==> config.mk <==
export PLATFORM = sky130hd
export DESIGN_NAME = burst_addr_gen
export DESIGN_NICKNAME = d
export VERILOG_FILES = /design/src/rtl/burst_pkg.sv /design/src/rtl/burst_ctrl.sv /design/src/rtl/burst_offset_calc.sv /design/src/rtl/burst_addr_gen.sv
export SDC_FILE = /design/constraint.sdc
export NUM_CORES = 1
export LEC_CHECK = 0
export ABC_AREA = 1
export CORE_MARGIN = 10
export CORE_UTILIZATION = 58
export DETAILED_ROUTE_END_ITERATION = 7
export DONT_BUFFER_PORTS = 1
export PLACE_DENSITY = 0.74
export SLEW_MARGIN = 20
export SYNTH_ARGS = -nofsm -noshare
export SYNTH_HDL_FRONTEND = slang
export SYNTH_SLANG_ARGS = --single-unit
==> constraint.sdc <==
create_clock -name clk -period 1 [get_ports clk]
set_input_delay 0.05 -clock clk [delete_from_list [all_inputs] [get_ports clk]]
set_output_delay 0.05 -clock clk [all_outputs]
set_load 0.05 [all_outputs]
==> src/rtl/burst_pkg.sv <==
package burst_pkg;
    typedef enum logic {
        ST_IDLE   = 1'b0,
        ST_ACTIVE = 1'b1
    } burst_state_t;

    typedef enum logic {
        ORD_LINEAR     = 1'b0,
        ORD_INTERLEAVE = 1'b1
    } burst_order_t;
endpackage

==> src/rtl/burst_ctrl.sv <==
module burst_ctrl
    import burst_pkg::*;
#(
    parameter int OFS_W = 2
) (
    input  logic             clk,
    input  logic             rst_n,
    input  logic             clk_en,
    input  logic             load_i,
    input  logic             adv_i,
    input  logic             order_i,
    output burst_state_t     state_o,
    output logic [OFS_W-1:0] step_o,
    output burst_order_t     order_o
);
    burst_state_t     state_q, state_d;
    logic [OFS_W-1:0] step_q, step_d;
    burst_order_t     order_q, order_d;

    always_ff @(posedge clk) begin
        if (!rst_n) begin
            state_q <= ST_IDLE;
            step_q  <= '0;
            order_q <= ORD_INTERLEAVE;
        end else if (clk_en) begin
            state_q <= state_d;
            step_q  <= step_d;
            order_q <= order_d;
        end
    end

    always_comb begin
        state_d = state_q;
        step_d  = step_q;
        order_d = order_q;
        unique case (state_q)
            ST_IDLE: begin
                if (load_i) begin
                    state_d = ST_ACTIVE;
                    step_d  = '0;
                    order_d = burst_order_t'(order_i);
                end
            end
            ST_ACTIVE: begin
                if (load_i) begin
                    step_d  = '0;
                    order_d = burst_order_t'(order_i);
                end else if (adv_i) begin
                    step_d = step_q + 1'b1;
                end
            end
            default: state_d = ST_IDLE;
        endcase
    end

    assign state_o = state_q;
    assign step_o  = step_q;
    assign order_o = order_q;

    assert_idle_no_step_R10: assert property (@(posedge clk) disable iff (!rst_n)
        (rst_n && clk_en && !load_i && state_q == ST_IDLE) |=> (step_q == '0));
endmodule

==> src/rtl/burst_offset_calc.sv <==
module burst_offset_calc
    import burst_pkg::*;
#(
    parameter int OFS_W = 2
) (
    input  logic [OFS_W-1:0] base_i,
    input  logic [OFS_W-1:0] step_i,
    input  burst_order_t     order_i,
    output logic [OFS_W-1:0] ofs_o
);
    logic [OFS_W-1:0] ofs_xor, ofs_add;

    assign ofs_xor = base_i ^ step_i;
    assign ofs_add = base_i + step_i;

    always_comb begin
        unique case (order_i)
            ORD_INTERLEAVE: ofs_o = ofs_xor;
            ORD_LINEAR:     ofs_o = ofs_add;
            default:        ofs_o = ofs_add;
        endcase
    end
endmodule

==> src/rtl/burst_addr_gen.sv <==
module burst_addr_gen
    import burst_pkg::*;
#(
    parameter int ADDR_W = 20,
    parameter int OFS_W  = 2
) (
    input  logic              clk,
    input  logic              rst_n,
    input  logic              clk_en,
    input  logic              load_i,
    input  logic              adv_i,
    input  logic [ADDR_W-1:0] start_addr_i,
    input  logic              order_sel_i,
    output logic [ADDR_W-1:0] addr_o
);
    localparam int UP_W = ADDR_W - OFS_W;

    logic [UP_W-1:0]  upper_q;
    logic [OFS_W-1:0] base_q;
    logic [OFS_W-1:0] step;
    logic [OFS_W-1:0] ofs;
    burst_state_t     state;
    burst_order_t     order;

    always_ff @(posedge clk) begin
        if (!rst_n) begin
            upper_q <= '0;
            base_q  <= '0;
        end else if (clk_en && load_i) begin
            upper_q <= start_addr_i[ADDR_W-1:OFS_W];
            base_q  <= start_addr_i[OFS_W-1:0];
        end
    end

    burst_ctrl #(.OFS_W(OFS_W)) u_ctrl (
        .clk     (clk),
        .rst_n   (rst_n),
        .clk_en  (clk_en),
        .load_i  (load_i),
        .adv_i   (adv_i),
        .order_i (order_sel_i),
        .state_o (state),
        .step_o  (step),
        .order_o (order)
    );

    burst_offset_calc #(.OFS_W(OFS_W)) u_ofs (
        .base_i  (base_q),
        .step_i  (step),
        .order_i (order),
        .ofs_o   (ofs)
    );

    assign addr_o = {upper_q, ofs};

    assert_load_capture_R2: assert property (@(posedge clk) disable iff (!rst_n)
        (rst_n && clk_en && load_i) |=> (addr_o == $past(start_addr_i)));

    assert_upper_frozen_R3: assert property (@(posedge clk) disable iff (!rst_n)
        (rst_n && !(clk_en && load_i)) |=> (addr_o[ADDR_W-1:OFS_W] == $past(addr_o[ADDR_W-1:OFS_W])));

    assert_stall_hold_R7: assert property (@(posedge clk) disable iff (!rst_n)
        (rst_n && !clk_en) |=> $stable(addr_o));

    assert_linear_step_R5: assert property (@(posedge clk) disable iff (!rst_n)
        (rst_n && clk_en && !load_i && adv_i && state == ST_ACTIVE && order == ORD_LINEAR)
        |=> (addr_o[OFS_W-1:0] == OFS_W'($past(addr_o[OFS_W-1:0]) + 1'b1)));

    assert_idle_hold_R10: assert property (@(posedge clk) disable iff (!rst_n)
        (rst_n && !load_i && state == ST_IDLE) |=> $stable(addr_o));
endmodule

======== Word-level counts from Yosys, hierarchy flattened ========
Cells that the tools add are included.
word-level totals
  flip-flop bits (word level) ............. 24
  input bits .............................. 26
  output and inout port bits .............. 20
  word-level logic and storage cells ...... 23
operators by class
  add/subtract/negate cells ............... 2
  eq/ne operators ......................... 2
  muxes and demuxes ....................... 8
  bitwise gates (word level) .............. 3
  reduce and logical (&&, ||, !) cells .... 3
operators with widths
  operator             count
  $pmux 2 s2           2
  $mux 2               3
  $mux 1               3
  $ne 3x3->1 const B   1
  $reduce_and 3->1     1
  $add 2x1->2 const B  1
  $add 2x2->2          1
  $ne 2x2->1 const B   1
  $not 1->1            2
  $reduce_and 2->1     1
  $xor 2x2->2          1
  $logic_and 1x1->1    1

======== Depth between registers and ports, before layout ========
Gate-level depths: netlist of the first run.
  depth in word-level cells ............... 4
  mapped depth ............................ 6
  depth with buffers taken out ............ 6

======== Hierarchy ========
From an unflattened synthesis of the first run, not the netlist that was laid out.
unflattened totals
  cell total of the unflattened synthesis .. 165
  area total of the unflattened synthesis .. 1072.3 µm²
modules (own cells, without submodules)
  module             times used  cells an instance  area an instance (µm²)  seq. area each (µm²)
  burst_addr_gen     1           127                829.5                   400.4
  burst_ctrl         1           23                 175.2                   80.1
  burst_offset_calc  1           15                 67.6                    0.0

======== Worst setup path after synthesis of the first run ========
OpenSTA, ideal clock, no wires.
  path type ............................... reg-to-output
  start point ............................. register u_ctrl.step_q[0] (netlist: u_ctrl.step_o[0])
  end point ............................... output addr_o[1]
  arrival time ............................ 1.041 ns
  data required time ...................... 0.950 ns
  path slack .............................. -0.091 ns
  stages on the path, launching flop included .. 6
  buffers on the path ..................... 0
  path through ............................ dfxtp_1 > ha_1 > inv_1 > o21ai_0 > nand2_1 > inv_1
on the way
  longest elaborated chain between the ends .. 2
ends and longest elaborated chain
  element                 line                     RTL
  start, declared         burst_ctrl.sv:17         logic [OFS_W-1:0] step_q, step_d;
  start signal, assigned  burst_ctrl.sv:27         step_q <= step_d;
  $add 2x2->2             burst_offset_calc.sv:14  assign ofs_add = base_i + step_i;
  $pmux 2 s2              burst_offset_calc.sv:17  unique case (order_i)
  end, declared           burst_addr_gen.sv:14     output logic [ADDR_W-1:0] addr_o
No other way between the ends.

======== Worst setup path in the final report of the first run ========
Same ends and word-level chain as after synthesis.

==> results of run 1 <==
worst max-delay path: cells and delay by family (launching register included):
| kind | cells | cell delay (ns) |
|---|---|---|
| flops | 1 | 0.38 |
| buf+inv | 2 | 0.27 |
| simple gates | 3 | 0.23 |
| fa+ha+maj | 1 | 0.13 |
cell usage in the layout (no fill, tap or decap):
cell / netlist / layout
nand2_2: 1 / 2
ha_4: 0 / 1
xnor2_2: 0 / 1
clkinvlp_4: 0 / 1
nand2_1: 11 / 10
clkbuf_4: 0 / 3
dlymetal6s4s_1: 0 / 1
buf_4: 0 / 21
clkbuf_8: 0 / 1
nand3_1: 2 / 2
a21boi_0: 1 / 1
dlygate4sd3_1: 0 / 22
inv_1: 4 / 2
dfxtp_2: 0 / 3
nor2_1: 46 / 46
clkinv_2: 1 / 1
inv_2: 0 / 1
dfxtp_1: 24 / 21
buf_12: 0 / 1
a21oi_1: 1 / 1
o21ai_0: 13 / 12
o21ai_1: 8 / 9
worst max-delay path by stage:
stage	endpoint	cells after the start	slack [ns]
4_1_cts	addr_o[1]	5	-0.36
2_1_floorplan	addr_o[1]	6	0.01
6_report	addr_o[1]	6	-0.35
3_3_place_gp	addr_o[1]	6	0.02
3_5_place_dp	addr_o[1]	6	-0.01
5_1_grt	addr_o[1]	6	-0.40
cell families (layout without fill, tap and decap cells):
kind of cell | count (synthesis) | count (layout) | synth area share, %
AND/OR/NAND/NOR | 60 | 60 | 24.9
flip-flops | 24 | 24 | 52.0
AO/OA/AOI/OAI | 23 | 23 | 12.7
buffers and inverters | 11 | 54 | 8.12
adder cells (fa/ha/maj) | 1 | 1 | 1.35
XOR/XNOR | 1 | 1 | 0.947
repair_timing:
action                                  in CTS  in global routing
cloned                                       0                  0
pin swaps                                    0                  4
resized for setup                            1                  6
endpoints found under the setup margin       2                 26
endpoints found under the hold margin       24                  0
hold buffers                                23                  0
registers in the layout (all words and copies together) (netlist names):
signal and cells:
u_ctrl.order_o 1, u_ctrl.step_o 2, u_ctrl.state_o 1, upper_q 18
base_q 2
power by group through the flow:
| stage | Sequential [uW] | Combinational (uW) | Clock [uW] |
|---|---|---|---|
| floorplan | 1230 | 169 | 0 |
| finish | 1050 | 535 | 496 |
| global route | 1060 | 571 | 532 |
| detailed placement | 1070 | 433 | 0 |
| global placement | 1060 | 427 | 0 |
| CTS | 1050 | 516 | 504 |
metrics by stage:
step / utilization [%] / hold slack (ns) / worst slack, ns / TNS, ns / instances
6_report: 90.7 / 0.0517 / -0.353 / -0.448 / 179
5_1_grt: 90.7 / 0.0764 / -0.403 / -0.528 / 179
4_1_cts: 89.1 / 0.00122 / -0.360 / -2.06 / 179
3_5_place_dp: 71.3 / 0.143 / -0.0118 / -0.0118 / 152
3_3_place_gp: 71.3 / 0.140 / 0.0154 / 0 / 152
2_1_floorplan: - / 0.163 / 0.0106 / 0 / 120
layout make-up:
cell class | instances | area share (%)
clock buffers | 4 | 2.66
repair buffers | 45 | 30.0
multi-input cells | 85 | 28.7
flip-flops and latches | 24 | 35.4
well taps | 16 | 1.47
inverters | 5 | 1.74
metal layers:
layer / track usage (%) / share of wire [%] / up-vias
li1: - / - / 466
met4: 5.77 / 3.0 / 0
met1: 15.9 / 36 / 435
met3: 7.20 / 8.7 / 10
met5: 0 / 0 / -
met2: 29.1 / 52 / 40
==> summary.txt, run 1 <==
Placed design
  – HPWL Detailed: 1640 um
  – GP Congestion: ~0.65
  – Port bufs: 0
  – Area after DPL: 0.00107 mm^2

Final layout
  – ANT cells: 0
  – Reg area: 484 um^2
  – Share of cells above drive strength 1: 22.1%
  – Fillcell total: 68
  – Post-layout instance area: 0.00137 mm^2
  – Area Growth Syn to Fin: 47.8%
  – Multi-input logic area: 392 um^2
  – Nets: about 190

Synth
  – Number of flops mapped to enable cells by yosys: 0
  – Synth top area share: 52.0%
  – Syn nets: 147
  – Synth Flop Type: dfxtp_1
  – Post-synthesis sequential area ratio: ~52%
  – Post-synthesis cell area: ~920 um^2
  – Ys Warns: 0
  – Synth unique cells: 15
  – Synth top area cells: dfxtp_1, nor2_1, o21ai_0, buf_6, nand2_1
  – Synthesized netlist cell count: between 100 and 150
  – Top-count cell post-synth: nor2_1
  – Leading cell types by count after synthesis: nor2_1, dfxtp_1, o21ai_0, nand2_1, o21ai_1
  – Synthesis-stage register bit count: 24
  – Mapped Avg Cell Area: ~7.7 um^2
  – Largest area contributor in the netlist: dfxtp_1
  – Ys async rst share: 0%

Timing
  – Final worst slack: -0.353 ns
  – Final-report max-slew violation count: 0
  – Min Tclk post-route: 1.35 ns
  – Endpoints failing hold: 0
  – RSZ-0062 raised after global routing: true
  – Endpoints failing setup: 2
  – Final worst-path cycle share: 135%
  – Fmax achieved: around 0.74 GHz
  – Rel. slew slack: 53.0%
  – Worst slew pin tran: 0.705 ns
  – Clock skew: 0.0000715 ns

Global routing
  – Vias in the first global route: 986
  – Initial antenna violation count: 0
  – Remaining global-route overflow: 0
  – Largest net degree at the start of global routing: 25
  – Global-route wire length before repair: 4620 um
  – GRT Total Usage: 16.2%

CTS
  – Cts bufs inserted: 3
  – Post-CTS Repair Setup Buffers: 0
  – Max Root-Sink Buffers: 2
  – H-tree Lvls: 1
  – Clock-pin slew on the worst setup and hold paths: 0.12 ns
  – CTS sink cnt: 24
  – CTS tree: built
  – Worst-Skew Late Latency: about 0.29 ns
  – Clk root buf: clkbuf_4

Pwr
  – Power per cell area: 1520 mW/mm^2
  – Max VDD drop: 0.00152 V
  – Clock share of power: a little under a quarter
  – Comb pwr share: 25.7%
  – Pwr Total: 2080 uW
  – Pint: 1430 uW
  – Switching Power: 649 uW
  – Leakage: 0.000604 uW
  – Flop pwr share: 50.5%
  – Switching Fraction: 31.1%

Routing
  – Final ANT Viol Nets: 0
  – Final wirelength: just under 3000 um
  – Vias per cell: 5.31
  – Iter 0 DRT Violations: 18
  – DR WL/cell: about 16 um
  – Via count: 951
  – DR DRC count: 0
  – Drt pass-1 iters: 4

Floorplanning
  – Die area: about 0.0036 mm^2
  – IO Count: 46
  – Die width: 59.9 um
  – Core ar.: 0.00151 mm^2
  – Chip height: 59.9 um
  – Core Rows: 14
  – Starting Density: between 60% and 70%

Setup path
  – Crit-path slowest cell: dfxtp_2
  – Critical Path RT: 0.95 ns
  – Critical path class: flip-flop to output port
  – CP startpoint: u_ctrl.step_o[0]$_SDFFE_PN0P_
  – WP data arrival: 1.30 ns
  – R2R cell count: 6
  – CP Cell Sequence: ha_4 -> inv_2 -> nor2_1 -> nand2_1 -> nand2_2 -> clkinvlp_4
  – Worst Path Max Fanout: 2
  – Flop2flop setup slack: 0.11 ns
  – CP peak stage delay: 0.38 ns
  – RR Startpoint: u_ctrl.state_o$_SDFFE_PN0P_
  – Worst setup EP type: output port
  – Crit start category: flip-flop
  – Reg-to-reg endpoint: u_ctrl.step_o[1]$_SDFFE_PN0P_

Worst hold path
  – Worst Hold End: u_ctrl.order_o$_SDFFE_PN1P_
  – Hold Crit Start: clk_en
  – Min-Delay Path Class: input port to flip-flop
  – Hold path cells: 3

Flow run
  – Max-cap violations: 0

Run status
  – Failing checks: negative setup slack
  – Outcome: finished, violations left
Note: power is estimated with default switching activity, not from simulation.
==> run 2, diff against run 1 <==
--- a/config.mk
+++ b/config.mk
@@ -11,6 +11,7 @@
 export DETAILED_ROUTE_END_ITERATION = 7
 export DONT_BUFFER_PORTS = 1
 export PLACE_DENSITY = 0.74
+export RECOVER_POWER = 100
 export SLEW_MARGIN = 20
 export SYNTH_ARGS = -nofsm -noshare
 export SYNTH_HDL_FRONTEND = slang
==> run 2 against run 1 <==
The flow still finishes with violations (negative setup slack); clock power about the same; clock skew about the same; critical path type unchanged; critical path depth stayed put; flip-flop and latch count did not move.
==> summary.txt, run 2 (synthesis gave the netlist of run 1 again) <==
Routing
  – Final ANT Viol Nets: 0 (unchanged)
  – Drt pass-1 iters: 4 (unchanged)
  – DR DRC count: 0 (unchanged)
  – Final wirelength: 2920 um (was 2930 um)
  – Via count: 951 (unchanged)
  – DR WL/cell: 16.3 um (about the same)
  – Vias per cell: 5.31 (unchanged)
  – Iter 0 DRT Violations: 22 (was 18)

Final layout
  – Reg area: 484 um^2 (unchanged)
  – ANT cells: 0 (unchanged)
  – Area Growth Syn to Fin: 46.8% (was 47.8%)
  – Nets: 191 (unchanged)
  – Final cell count without fillers: 179 (unchanged)
  – Most flop-heavy register: upper_q (unchanged)
  – Fillcell total: 71 (was 68)
  – Largest register FFs: 18 (unchanged)
  – Multi-input logic area: 392 um^2 (unchanged)
  – Most common cell after layout, fill and taps aside: nor2_1 (unchanged)
  – Share of cells above drive strength 1: 22.1% (unchanged)
  – Most frequent cells in the layout: nor2_1, dlygate4sd3_1, dfxtp_1 (was nor2_1, dlygate4sd3_1, dfxtp_1, buf_4, o21ai_0)

Global routing
  – Remaining global-route overflow: 0 (unchanged)
  – Vias in the first global route: 986 (unchanged)
  – Global-route wire length before repair: 4620 um (unchanged)
  – GRT Total Usage: 16.2% (unchanged)
  – Largest net degree at the start of global routing: 25 (unchanged)
  – Initial antenna violation count: 0 (unchanged)

Setup path
  – Critical Path RT: 0.95 ns (about the same)
  – CP Buf/Inv Count: 2 (unchanged)
  – Worst setup EP type: output port (unchanged)
  – Flop2flop setup slack: 0.09 ns (was 0.11 ns)
  – WP data arrival: 1.30 ns (about the same)
  – CP peak stage delay: 0.38 ns (about the same)
  – Worst Path Max Fanout: 2 (unchanged)
  – Crit start category: flip-flop (unchanged)
  – Crit-path slowest cell: dfxtp_2 (unchanged)
  – Cell family with most CP delay: flip-flops (unchanged)
  – CP Cell Sequence: ha_4 -> inv_2 -> nor2_1 -> nand2_1 -> nand2_2 -> clkinvlp_4 (unchanged)
  – Critical path class: flip-flop to output port (unchanged)

Run status
  – Failing checks: negative setup slack (unchanged)
  – Outcome: finished, violations left (unchanged)

CTS
  – H-tree Lvls: 1 (unchanged)
  – Max Root-Sink Buffers: 2 (unchanged)
  – CTS sink cnt: 24 (unchanged)
  – Clk root buf: clkbuf_4 (unchanged)
  – Post-CTS Repair Setup Buffers: 0 (unchanged)
  – Cts bufs inserted: 3 (unchanged)
  – CTS tree: built (unchanged)
  – Worst-Skew Late Latency: 0.29 ns (about the same)
  – Clock-pin slew on the worst setup and hold paths: 0.12 ns (about the same)

Timing
  – Clock skew: 0.0000713 ns (was 0.0000715 ns)
  – Final worst slack: -0.353 ns (about the same)
  – RSZ-0062 raised after global routing: true (unchanged)
  – Final worst-path cycle share: 135% (about the same)
  – Final-report max-slew violation count: 0 (unchanged)
  – Fin Hold WS: 0.0544 ns (was 0.0517 ns)
  – Endpoints failing hold: 0 (unchanged)
  – TNS Setup: -0.448 ns (about the same)
  – Endpoints failing setup: 2 (unchanged)
  – Min Tclk post-route: 1.35 ns (about the same)
  – Rel. slew slack: 45.8% (was 53.0%)
  – Fmax achieved: 0.739 GHz (about the same)
  – Worst slew pin tran: 0.812 ns (was 0.705 ns)

Floorplanning
  – Die area: 0.00359 mm^2 (unchanged)
  – Core ar.: 0.00151 mm^2 (unchanged)
  – Starting Density: 61.4% (unchanged)
  – Die width: 59.9 um (unchanged)
  – IO Count: 46 (unchanged)
  – Core Rows: 14 (unchanged)
  – Chip height: 59.9 um (unchanged)

Placed design
  – HPWL Detailed: 1640 um (unchanged)
  – Port bufs: 0 (unchanged)
  – GP Congestion: 0.646 (unchanged)
  – Post-place setup slack: -0.0118 ns (unchanged)
  – Placed Cells incl. Taps: 152 (unchanged)

Worst hold path
  – Min-Delay Path Class: input port to flip-flop (unchanged)

Pwr
  – Pwr Total: 2070 uW (was 2080 uW)
  – Max VDD drop: 0.00151 V (was 0.00152 V)
  – Power per cell area: 1530 mW/mm^2 (was 1520 mW/mm^2)
  – Leakage: 0.000587 uW (was 0.000604 uW)

Flow run
  – Max-cap violations: 0 (unchanged)
-- run 2: report_power, final --
group / switching (uW) / internal (uW)
clock: 273 / 222
sequential: 35.6 / 1020
combinational: 337 / 189
total: 645 / 1430
-- run 2: worst register-to-register path: cells and delay by family, from the launching register on --
kind | cells | cell delay, ns
and+or+nand+nor | 5 | 0.41
buffers and inverters | 1 | 0.07
DFF | 1 | 0.37
-- run 2: final cells by class --
cell class | count | share of cell area [%]
well taps | 16 | 1.47
flip-flops and latches | 24 | 35.7
clock buffers | 4 | 2.67
multi-input cells | 85 | 28.8
inverters | 5 | 1.75
repair buffers | 45 | 29.6
-- run 2: routing by layer --
metal | GRT usage, % | routed length (um)
met2 | 29.1 | 1510
met1 | 15.9 | 1030
met4 | 5.77 | 89
met5 | 0 | 0
met3 | 7.20 | 292
-- run 2: final timing paths --
path	from	depth (start not counted)	to
setup / recovery	u_ctrl.step_o[0]$_SDFFE_PN0P_	6	addr_o[1]
hold / removal	clk_en	3	u_ctrl.order_o$_SDFFE_PN1P_
setup reg to reg	u_ctrl.state_o$_SDFFE_PN0P_	6	u_ctrl.step_o[1]$_SDFFE_PN0P_
hold reg to reg	upper_q[3]$_SDFFE_PN0P_	2	upper_q[3]$_SDFFE_PN0P_
-- run 2: timing repair --
item,CTS,global route
endpoints found under the setup margin,2,26
gates resized for setup,1,6
pin swaps,0,4
hold endpoints to repair,24,0
hold buffers,23,0
-- run 2: metrics by stage --
step           util [%]  instance area [um^2]
2_1_floorplan         -                   932
3_3_place_gp       71.3                  1070
3_5_place_dp       71.3                  1070
4_1_cts            89.1                  1340
5_1_grt            90.1                  1360
6_report           90.1                  1360
